$ cat config.mk
export PLATFORM = sky130hd
export DESIGN_NAME = bcnt_chain
export DESIGN_NICKNAME = d
export VERILOG_FILES = /design/src/rtl/bcnt_pkg.sv /design/src/rtl/bcnt_mode_dec.sv /design/src/rtl/bcnt_tc_detect.sv /design/src/rtl/bcnt_slice.sv /design/src/rtl/bcnt_chain.sv
export SDC_FILE = /design/constraint.sdc
export NUM_CORES = 1
export LEC_CHECK = 0
export CAP_MARGIN = 20
export CELL_PAD_IN_SITES_DETAIL_PLACEMENT = 1
export CELL_PAD_IN_SITES_GLOBAL_PLACEMENT = 1
export CORE_ASPECT_RATIO = 1.25
export CORE_UTILIZATION = 33
export CTS_CLUSTER_SIZE = 30
export DETAILED_ROUTE_END_ITERATION = 10
export PLACE_DENSITY_LB_ADDON = 0.1
export SKIP_CTS_REPAIR_TIMING = 1
export SYNTH_ARGS = -nofsm -noshare
export SYNTH_HDL_FRONTEND = slang
export SYNTH_SLANG_ARGS = --single-unit
$ cat constraint.sdc
create_clock -name clk -period 2.4 [get_ports clk]
set_input_delay 0.48 -clock clk [delete_from_list [all_inputs] [get_ports clk]]
set_output_delay 0.48 -clock clk [all_outputs]
set_load 0.1 [all_outputs]
$ cat src/rtl/bcnt_pkg.sv
`timescale 1ns/1ps
package bcnt_pkg;

    // Operation selected for a slice at the next rising edge, by priority.
    typedef enum logic [1:0] {
        MODE_HOLD  = 2'd0,
        MODE_COUNT = 2'd1,
        MODE_LOAD  = 2'd2,
        MODE_CLEAR = 2'd3
    } slice_mode_e;

    // Control levels seen by one slice.
    typedef struct packed {
        logic clr_n;
        logic load_n;
        logic enp;
        logic ent;
    } slice_ctl_t;

    // Priority: reset/clear, then preset, then count, then hold.
    function automatic slice_mode_e pick_mode(input logic rst, input slice_ctl_t c);
        slice_mode_e m;
        if (rst || !c.clr_n)
            m = MODE_CLEAR;
        else if (!c.load_n)
            m = MODE_LOAD;
        else if (c.enp && c.ent)
            m = MODE_COUNT;
        else
            m = MODE_HOLD;
        return m;
    endfunction

endpackage

$ cat src/rtl/bcnt_mode_dec.sv
`timescale 1ns/1ps
module bcnt_mode_dec
    import bcnt_pkg::*;
(
    input  logic        rst,
    input  slice_ctl_t  ctl,
    output slice_mode_e mode
);

    always_comb begin
        mode = pick_mode(rst, ctl);
    end

endmodule

$ cat src/rtl/bcnt_tc_detect.sv
`timescale 1ns/1ps
module bcnt_tc_detect #(
    parameter int W = 4
) (
    input  logic [W-1:0] q,
    input  logic         ent,
    output logic         tc,
    output logic         rco
);

    always_comb begin
        tc  = &q;
        rco = ent & tc;
    end

endmodule

$ cat src/rtl/bcnt_slice.sv
`timescale 1ns/1ps
module bcnt_slice
    import bcnt_pkg::*;
#(
    parameter int W = 4
) (
    input  logic         clk,
    input  logic         rst,
    input  logic         clr_n,
    input  logic         load_n,
    input  logic         enp,
    input  logic         ent,
    input  logic [W-1:0] d,
    output logic [W-1:0] q,
    output logic         rco
);

    localparam logic [W-1:0] ZERO = '0;
    localparam logic [W-1:0] ONE  = W'(1);

    slice_ctl_t  ctl;
    slice_mode_e mode;
    logic        tc;
    logic [W-1:0] q_r;

    always_comb begin
        ctl.clr_n  = clr_n;
        ctl.load_n = load_n;
        ctl.enp    = enp;
        ctl.ent    = ent;
    end

    bcnt_mode_dec u_dec (
        .rst  (rst),
        .ctl  (ctl),
        .mode (mode)
    );

    bcnt_tc_detect #(.W(W)) u_tc (
        .q   (q_r),
        .ent (ent),
        .tc  (tc),
        .rco (rco)
    );

    always_ff @(posedge clk) begin
        case (mode)
            MODE_CLEAR: q_r <= ZERO;
            MODE_LOAD:  q_r <= d;
            MODE_COUNT: q_r <= q_r + ONE;
            default:    q_r <= q_r;
        endcase
    end

    assign q = q_r;

    AST_SLICE_CLEAR: assert property (@(posedge clk) disable iff (rst)
        !clr_n |=> q_r == ZERO);
    AST_SLICE_LOAD: assert property (@(posedge clk) disable iff (rst)
        (clr_n && !load_n) |=> q_r == $past(d));
    AST_SLICE_STEP: assert property (@(posedge clk) disable iff (rst)
        (clr_n && load_n && enp && ent) |=> q_r == W'($past(q_r) + ONE));
    AST_SLICE_HOLD: assert property (@(posedge clk) disable iff (rst)
        (clr_n && load_n && !(enp && ent)) |=> $stable(q_r));
    AST_SLICE_WRAP: assert property (@(posedge clk) disable iff (rst)
        (clr_n && load_n && enp && ent && tc) |=> q_r == ZERO);

endmodule

$ cat src/rtl/bcnt_chain.sv
`timescale 1ns/1ps
module bcnt_chain #(
    parameter int SLICE_W = 4,
    parameter int STAGES  = 3
) (
    input  logic                        clk,
    input  logic                        rst,
    input  logic                        clr_n,
    input  logic                        load_n,
    input  logic                        cnt_en,
    input  logic                        chain_en,
    input  logic [SLICE_W*STAGES-1:0]   load_val,
    output logic [SLICE_W*STAGES-1:0]   count,
    output logic                        carry_out
);

    localparam int W = SLICE_W * STAGES;
    localparam logic [W-1:0] ONE = W'(1);

    // link[i] is the chain enable of slice i; link[STAGES] is the top carry.
    logic [STAGES:0] link;

    assign link[0] = chain_en;

    for (genvar i = 0; i < STAGES; i++) begin : g_slice
        bcnt_slice #(.W(SLICE_W)) u_slice (
            .clk    (clk),
            .rst    (rst),
            .clr_n  (clr_n),
            .load_n (load_n),
            .enp    (cnt_en),
            .ent    (link[i]),
            .d      (load_val[i*SLICE_W +: SLICE_W]),
            .q      (count[i*SLICE_W +: SLICE_W]),
            .rco    (link[i+1])
        );
    end

    assign carry_out = link[STAGES];

    AST_CARRY_IMPLIES_FULL: assert property (@(posedge clk) disable iff (rst)
        carry_out |-> (chain_en && (&count)));
    AST_FULL_IMPLIES_CARRY: assert property (@(posedge clk) disable iff (rst)
        (chain_en && (&count)) |-> carry_out);
    AST_WIDE_STEP: assert property (@(posedge clk) disable iff (rst)
        (clr_n && load_n && cnt_en && chain_en) |=> count == W'($past(count) + ONE));
    AST_WIDE_HOLD: assert property (@(posedge clk) disable iff (rst)
        (clr_n && load_n && !(cnt_en && chain_en)) |=> $stable(count));

endmodule

==> results of run 1 <==
[cell usage in the layout (no fill, tap or decap), drive strengths merged, types with 2 or more instances in the layout]
cell           count
o211ai             2
nor2               9
a21oi              4
clkbuf             3
nand4b             3
xor2               3
nand3b             2
or3b               3
nand4              2
a22oi              6
clkdlybuf4s50     17
buf               21
nand2              4
ha                12
inv                5
edfxtp            12
nand3              3
or2b               3
[tightest hold or removal path, stage by stage (launching register included)]
cell	delay (ns)
edfxtp_1	0.41
nand4b_1	0.11
o211ai_1	0.09
[final timing paths]
kind         cells past startpoint                     from  slack, ns                       to
max                              6                    clr_n       0.24  g_slice[0].u_slice.q[3]
min                              2  g_slice[1].u_slice.q[3]       0.71  g_slice[1].u_slice.q[3]
min reg2reg                      2  g_slice[1].u_slice.q[3]       0.71  g_slice[1].u_slice.q[3]
max reg2reg                      7  g_slice[0].u_slice.q[0]       0.26  g_slice[2].u_slice.q[3]
[cell usage after synthesis, drive strengths merged, types with 2 or more instances]
master | instances | area [um^2]
edfxtp | 12 | 360
ha | 12 | 150
nor2 | 9 | 33.8
a22oi | 6 | 45.0
inv | 5 | 18.8
a21oi | 4 | 20.0
nand2 | 4 | 15.0
nand3 | 3 | 15.0
nand4b | 3 | 26.3
or2b | 3 | 22.5
or3b | 3 | 26.3
xor2 | 3 | 26.3
nand3b | 2 | 15.0
nand4 | 2 | 12.5
o211ai | 2 | 15.0
[per-stage QoR]
step | power (W) | instance area (um^2) | hold slack (ns) | cells
finish | 0.000628 | 1310 | 0.715 | 156
global route | 0.000659 | 1310 | 0.758 | 156
CTS | 0.000636 | 1310 | 0.717 | 156
detailed placement | 0.000495 | 1280 | 0.697 | 152
global placement | 0.000491 | 1280 | 0.654 | 152
floorplan | 0.000414 | 903 | 0.704 | 81
[cells by family (layout without fill, tap and decap cells)]
kind of cell / count (synthesis) / after routing / synth area share (%)
compound gates: 15 / 15 / 13.5
xor+xnor: 3 / 3 / 3.02
fa+ha+maj: 12 / 12 / 17.2
buf+inv: 5 / 47 / 2.16
flops: 12 / 12 / 41.4
simple gates: 34 / 34 / 22.7
[layer usage]
layer	vias up	wire length [um]
met5	-	0
met4	0	47
met3	5	71
met2	18	1250
met1	371	894
li1	386	-
[power breakdown]
group,leakage (nW),switching [W],internal [W]
Clock,0.0154,0.0000791,0.0000604
Combinational,0.389,0.000149,0.0000797
Sequential,0.143,0.0000142,0.000245
Total,0.548,0.000242,0.000385
[final cells by class]
type / instances / area (um^2)
tap: 33 / 41.3
clock buffer: 3 / 22.5
sequential: 12 / 360
inverter: 5 / 18.8
timing repair buffer: 38 / 340
clock inverter: 1 / 3.75
fill: 283 / 1170
multi-input combinational: 64 / 524
==> flow_metrics.py, run 1 <==
metrics = {
    "place": {
        "dpl_worst_slack_ns": -0.0317,
        "dp_hpwl_um": 1890,
        "gp_congestion": 0.724,
        "port_buffers": 30,
    },
    "grt": {
        "met2_usage_pct": 31.7,
        "grtUsageMet1_pct": 21.0,
        "grt_use_total_pct": 18.2,
        "top_usage_layer": "met2",
        "met3_usage_pct": 1.83,
        "first_global_vias": 821,
        "grt_max_degree": 8,
        "antenna_found_initial": 0,
        "grt_overflow": 0,
        "grt_pass1_wl_um": 3590,
    },
    "timing": {
        "setup_ws_ns": 0.240,
        "fin_crit_sh_pct": 90.0,
        "hold_viol": 0,
        "min_period_ns": 2.16,
        "fmax_mhz": 463,
        "finalClockSkew_ns": 0.00961,
        "rsz0062_at_grt": "no",
        "tightest_slew_ns": 0.277,
        "max-slew-margin-rel_pct": 81.5,
        "drv_slew": 0,
        "setup_viol": 0,
        "tns_ns": 0,
    },
    "clock_tree": {
        "htree_levels": 1,
        "cts_sinks": 12,
        "clkTransAtPathRegs_ns": 0.09,
        "cts_tree": "built",
        "root_buffer": "clkbuf_4",
        "clockBufferDepth": 2,
        "cts_buffers": 3,
        "insertion_delay_ns": 0.29,
    },
    "yosys": {
        "syn_avg_cell_area_um2": 10.8,
        "synth_cells": 81,
        "synth_nets": 111,
        "yosys.cell_types.count": 23,
        "synth_ff_type": "edfxtp_1",
        "synth_warnings": 0,
        "synth_edf_count": 12,
        "synth.ff_latch_count": 12,
        "synth_area_um2": 871,
        "async_flop_share_pct": 0,
        "synth-seq-area-share_pct": 41.4,
    },
    "floorplan": {
        "row_count": 20,
        "dieArea_um2": 2850,
        "die_h_um": 59.4,
        "die-width_um": 47.9,
        "coreArea_um2": 2480,
        "start_util_pct": 35.2,
        "pin_count": 31,
    },
    "worst_setup_path": {
        "worstPathBufferInverterCount": 1,
        "cp.required_ns": 2.52,
        "max_stage_delay_ns": 0.48,
        "path_cells": "clkdlybuf4s50_1 > nor2b_1 > and2_1 > ha_1 > or3b_1 > o221ai_1",
        "crit_type": "in2reg",
        "critPathMaxFanout": 7,
        "startpoint_type": "primary input",
        "crit_arrival_ns": 2.28,
        "slowest_stage": "clkdlybuf4s50_1",
        "cpLargestDelayFamily": "simple AND/OR/NAND/NOR gates",
        "cp-end-kind": "flip-flop",
    },
    "layout": {
        "area_growth_pct": 50.6,
        "diodes": 0,
        "post-route-util_pct": 52.9,
        "largest_reg_flops": 12,
        "nets": 154,
        "layout-drive-gt1-share_pct": 26.8,
    },
    "detailed_routing": {
        "first_pass_iters": 4,
        "ant_nets": 0,
        "wl_per_cell_um": 14.5,
        "drc": 0,
        "avgViaCountPerCell": 5.00,
        "first_iter_violations": 10,
        "routed_wl_um": 2260,
        "vias": 780,
    },
    "pwr": {
        "power_leakage_nw": 0.548,
        "vdd_drop_max_uv": 246,
        "p_per_area_nw_per_um2": 479,
    },
    "min_path": {
        "hold_class": "reg2reg",
    },
    "status": {
        "outcome": "finished clean",
    },
    "run": {
        "drv_cap": 0,
    },
}
(Power assumes the default switching activity.)
==> inputs of run 2 (changes only) <==
--- a/config.mk
+++ b/config.mk
@@ -12,7 +12,8 @@
 export CORE_UTILIZATION = 33
 export CTS_CLUSTER_SIZE = 30
 export DETAILED_ROUTE_END_ITERATION = 10
-export PLACE_DENSITY_LB_ADDON = 0.1
+export GPL_ROUTABILITY_DRIVEN = 1
+export PLACE_DENSITY = 0.8
 export SKIP_CTS_REPAIR_TIMING = 1
 export SYNTH_ARGS = -nofsm -noshare
 export SYNTH_HDL_FRONTEND = slang
==> run 2 against run 1 <==
Effect of this change:
- clock power is 5% lower
- combinational power hardly changed
- largest cell class unchanged
- first-iteration DRC count is 80% higher
- via count is 0.13% higher
- largest power group unchanged
- global-route usage is 1.7 points higher
- final area is 0.57% higher
- count of clock-buffer cells in the layout stayed put
- core utilization is 0.30 points higher
==> flow_metrics.py, run 2 (synthesized netlist as in run 1, its figures left out) <==
metrics = {
    "status": {
        "outcome": "finished clean",
    },
    "worst_setup_path": {
        "slowest_stage": "edfxtp_1",
        "crit_type": "reg2out",
        "path_cells": "ha_2 > and3_4 > nand4_1 > buf_4 > nor2_4 > buf_12",
        "max_stage_delay_ns": 0.42,
        "crit_arrival_ns": 1.75,
        "cp-end-kind": "primary output",
        "startpoint_type": "flip-flop",
        "cp.required_ns": 1.92,
        "critPathMaxFanout": 4,
    },
    "floorplan": {
        "dieArea_um2": 2850,
        "die_h_um": 59.4,
        "coreArea_um2": 2480,
        "pin_count": 31,
        "start_util_pct": 35.2,
        "die-width_um": 47.9,
        "row_count": 20,
    },
    "layout": {
        "final_cells": 157,
        "final_common_cell": "buf_4",
        "largest_reg_flops": 12,
        "nets": 155,
        "layout-drive-gt1-share_pct": 27.4,
        "area_growth_pct": 51.4,
        "seq_area_um2": 360,
        "multiInputGateArea_um2": 524,
        "diodes": 0,
        "final_cell_mix": "buf_4, clkdlybuf4s50_1, edfxtp_1",
        "num-fill-cells": 274,
    },
    "timing": {
        "tightest_slew_ns": 0.283,
        "setup_viol": 0,
        "max-slew-margin-rel_pct": 81.3,
        "finalClockSkew_ns": 0.000350,
        "fmax_mhz": 448,
        "hold_slack_ns": 0.732,
        "min_period_ns": 2.23,
        "fin_crit_sh_pct": 93.0,
        "tns_ns": 0,
        "drv_slew": 0,
        "hold_viol": 0,
        "rsz0062_at_grt": "no",
    },
    "detailed_routing": {
        "ant_nets": 0,
        "routed_wl_um": 2430,
        "vias": 781,
        "wl_per_cell_um": 15.5,
        "avgViaCountPerCell": 4.97,
        "first_pass_iters": 4,
        "drc": 0,
        "first_iter_violations": 18,
    },
    "min_path": {
        "hold_class": "reg2reg",
    },
    "place": {
        "gp_congestion": 0.776,
        "dp_hpwl_um": 2050,
        "dpl.cell_count": 153,
        "port_buffers": 30,
    },
    "grt": {
        "first_global_vias": 836,
        "grt_max_degree": 8,
        "grt_overflow": 0,
        "antenna_found_initial": 0,
        "grt_use_total_pct": 19.9,
        "grt_pass1_wl_um": 3910,
    },
    "clock_tree": {
        "insertion_delay_ns": 0.27,
        "cts_buffers": 3,
        "clkTransAtPathRegs_ns": 0.08,
        "root_buffer": "clkbuf_4",
        "htree_levels": 1,
        "cts_tree": "built",
        "clockBufferDepth": 2,
        "cts_sinks": 12,
    },
    "pwr": {
        "power_leakage_nw": 0.552,
        "p_per_area_nw_per_um2": 472,
        "vdd_drop_max_uv": 259,
    },
    "run": {
        "drv_cap": 0,
    },
}
-- run 2: changes by cell type in the layout (fill, tap and decap cells not counted) --
cell   change
buf_4      +1
-- run 2: layout make-up --
class                   count  area share [%]
well taps                  33            3.13
repair buffers             39            26.4
clock buffers               3            1.71
multi-input cells          64            39.8
clock inverters             1           0.285
inverters                   5            1.42
flip-flops and latches     12            27.3
-- run 2: worst max-delay path: cells and delay by family (launching register included) --
| family | cells | cell delay [ns] |
|---|---|---|
| flops | 1 | 0.42 |
| buf+inv | 2 | 0.37 |
| simple gates | 3 | 0.46 |
| fa+ha+maj | 1 | 0.23 |
-- run 2: path summary, 6_finish.rpt --
check	start	end	slack [ns]	depth (start not counted)
worst max-delay path	g_slice[0].u_slice.q[0]	carry_out	0.17	6
worst min-delay path	g_slice[2].u_slice.q[3]	g_slice[2].u_slice.q[3]	0.73	2
worst max register to register	g_slice[0].u_slice.q[0]	g_slice[2].u_slice.q[3]	0.30	7
worst min register to register	g_slice[2].u_slice.q[3]	g_slice[2].u_slice.q[3]	0.73	2
-- run 2: report_power, final --
group          internal, W  switching (W)
registers         0.000245      0.0000150
logic            0.0000800       0.000150
clock network    0.0000602      0.0000720
-- run 2: stage by stage --
step	setup slack, ns	total power [W]	util (%)	instance area [um^2]
floorplan	-0.390	0.000414	-	903
global placement	0.0448	0.000490	52.2	1290
detailed placement	-0.0498	0.000497	52.2	1290
CTS	0.149	0.000629	53.2	1320
global route	0.0942	0.000651	53.2	1320
finish	0.167	0.000623	53.2	1320
-- run 2: metal layers --
metal  share of wire, %  GRT usage, %  up-vias
li1                   -             -      388
met1                 39          22.4      372
met2                 59          36.3       19
met3                2.2          2.74        2
met4               0.70          7.14        0
met5                  0             0        -
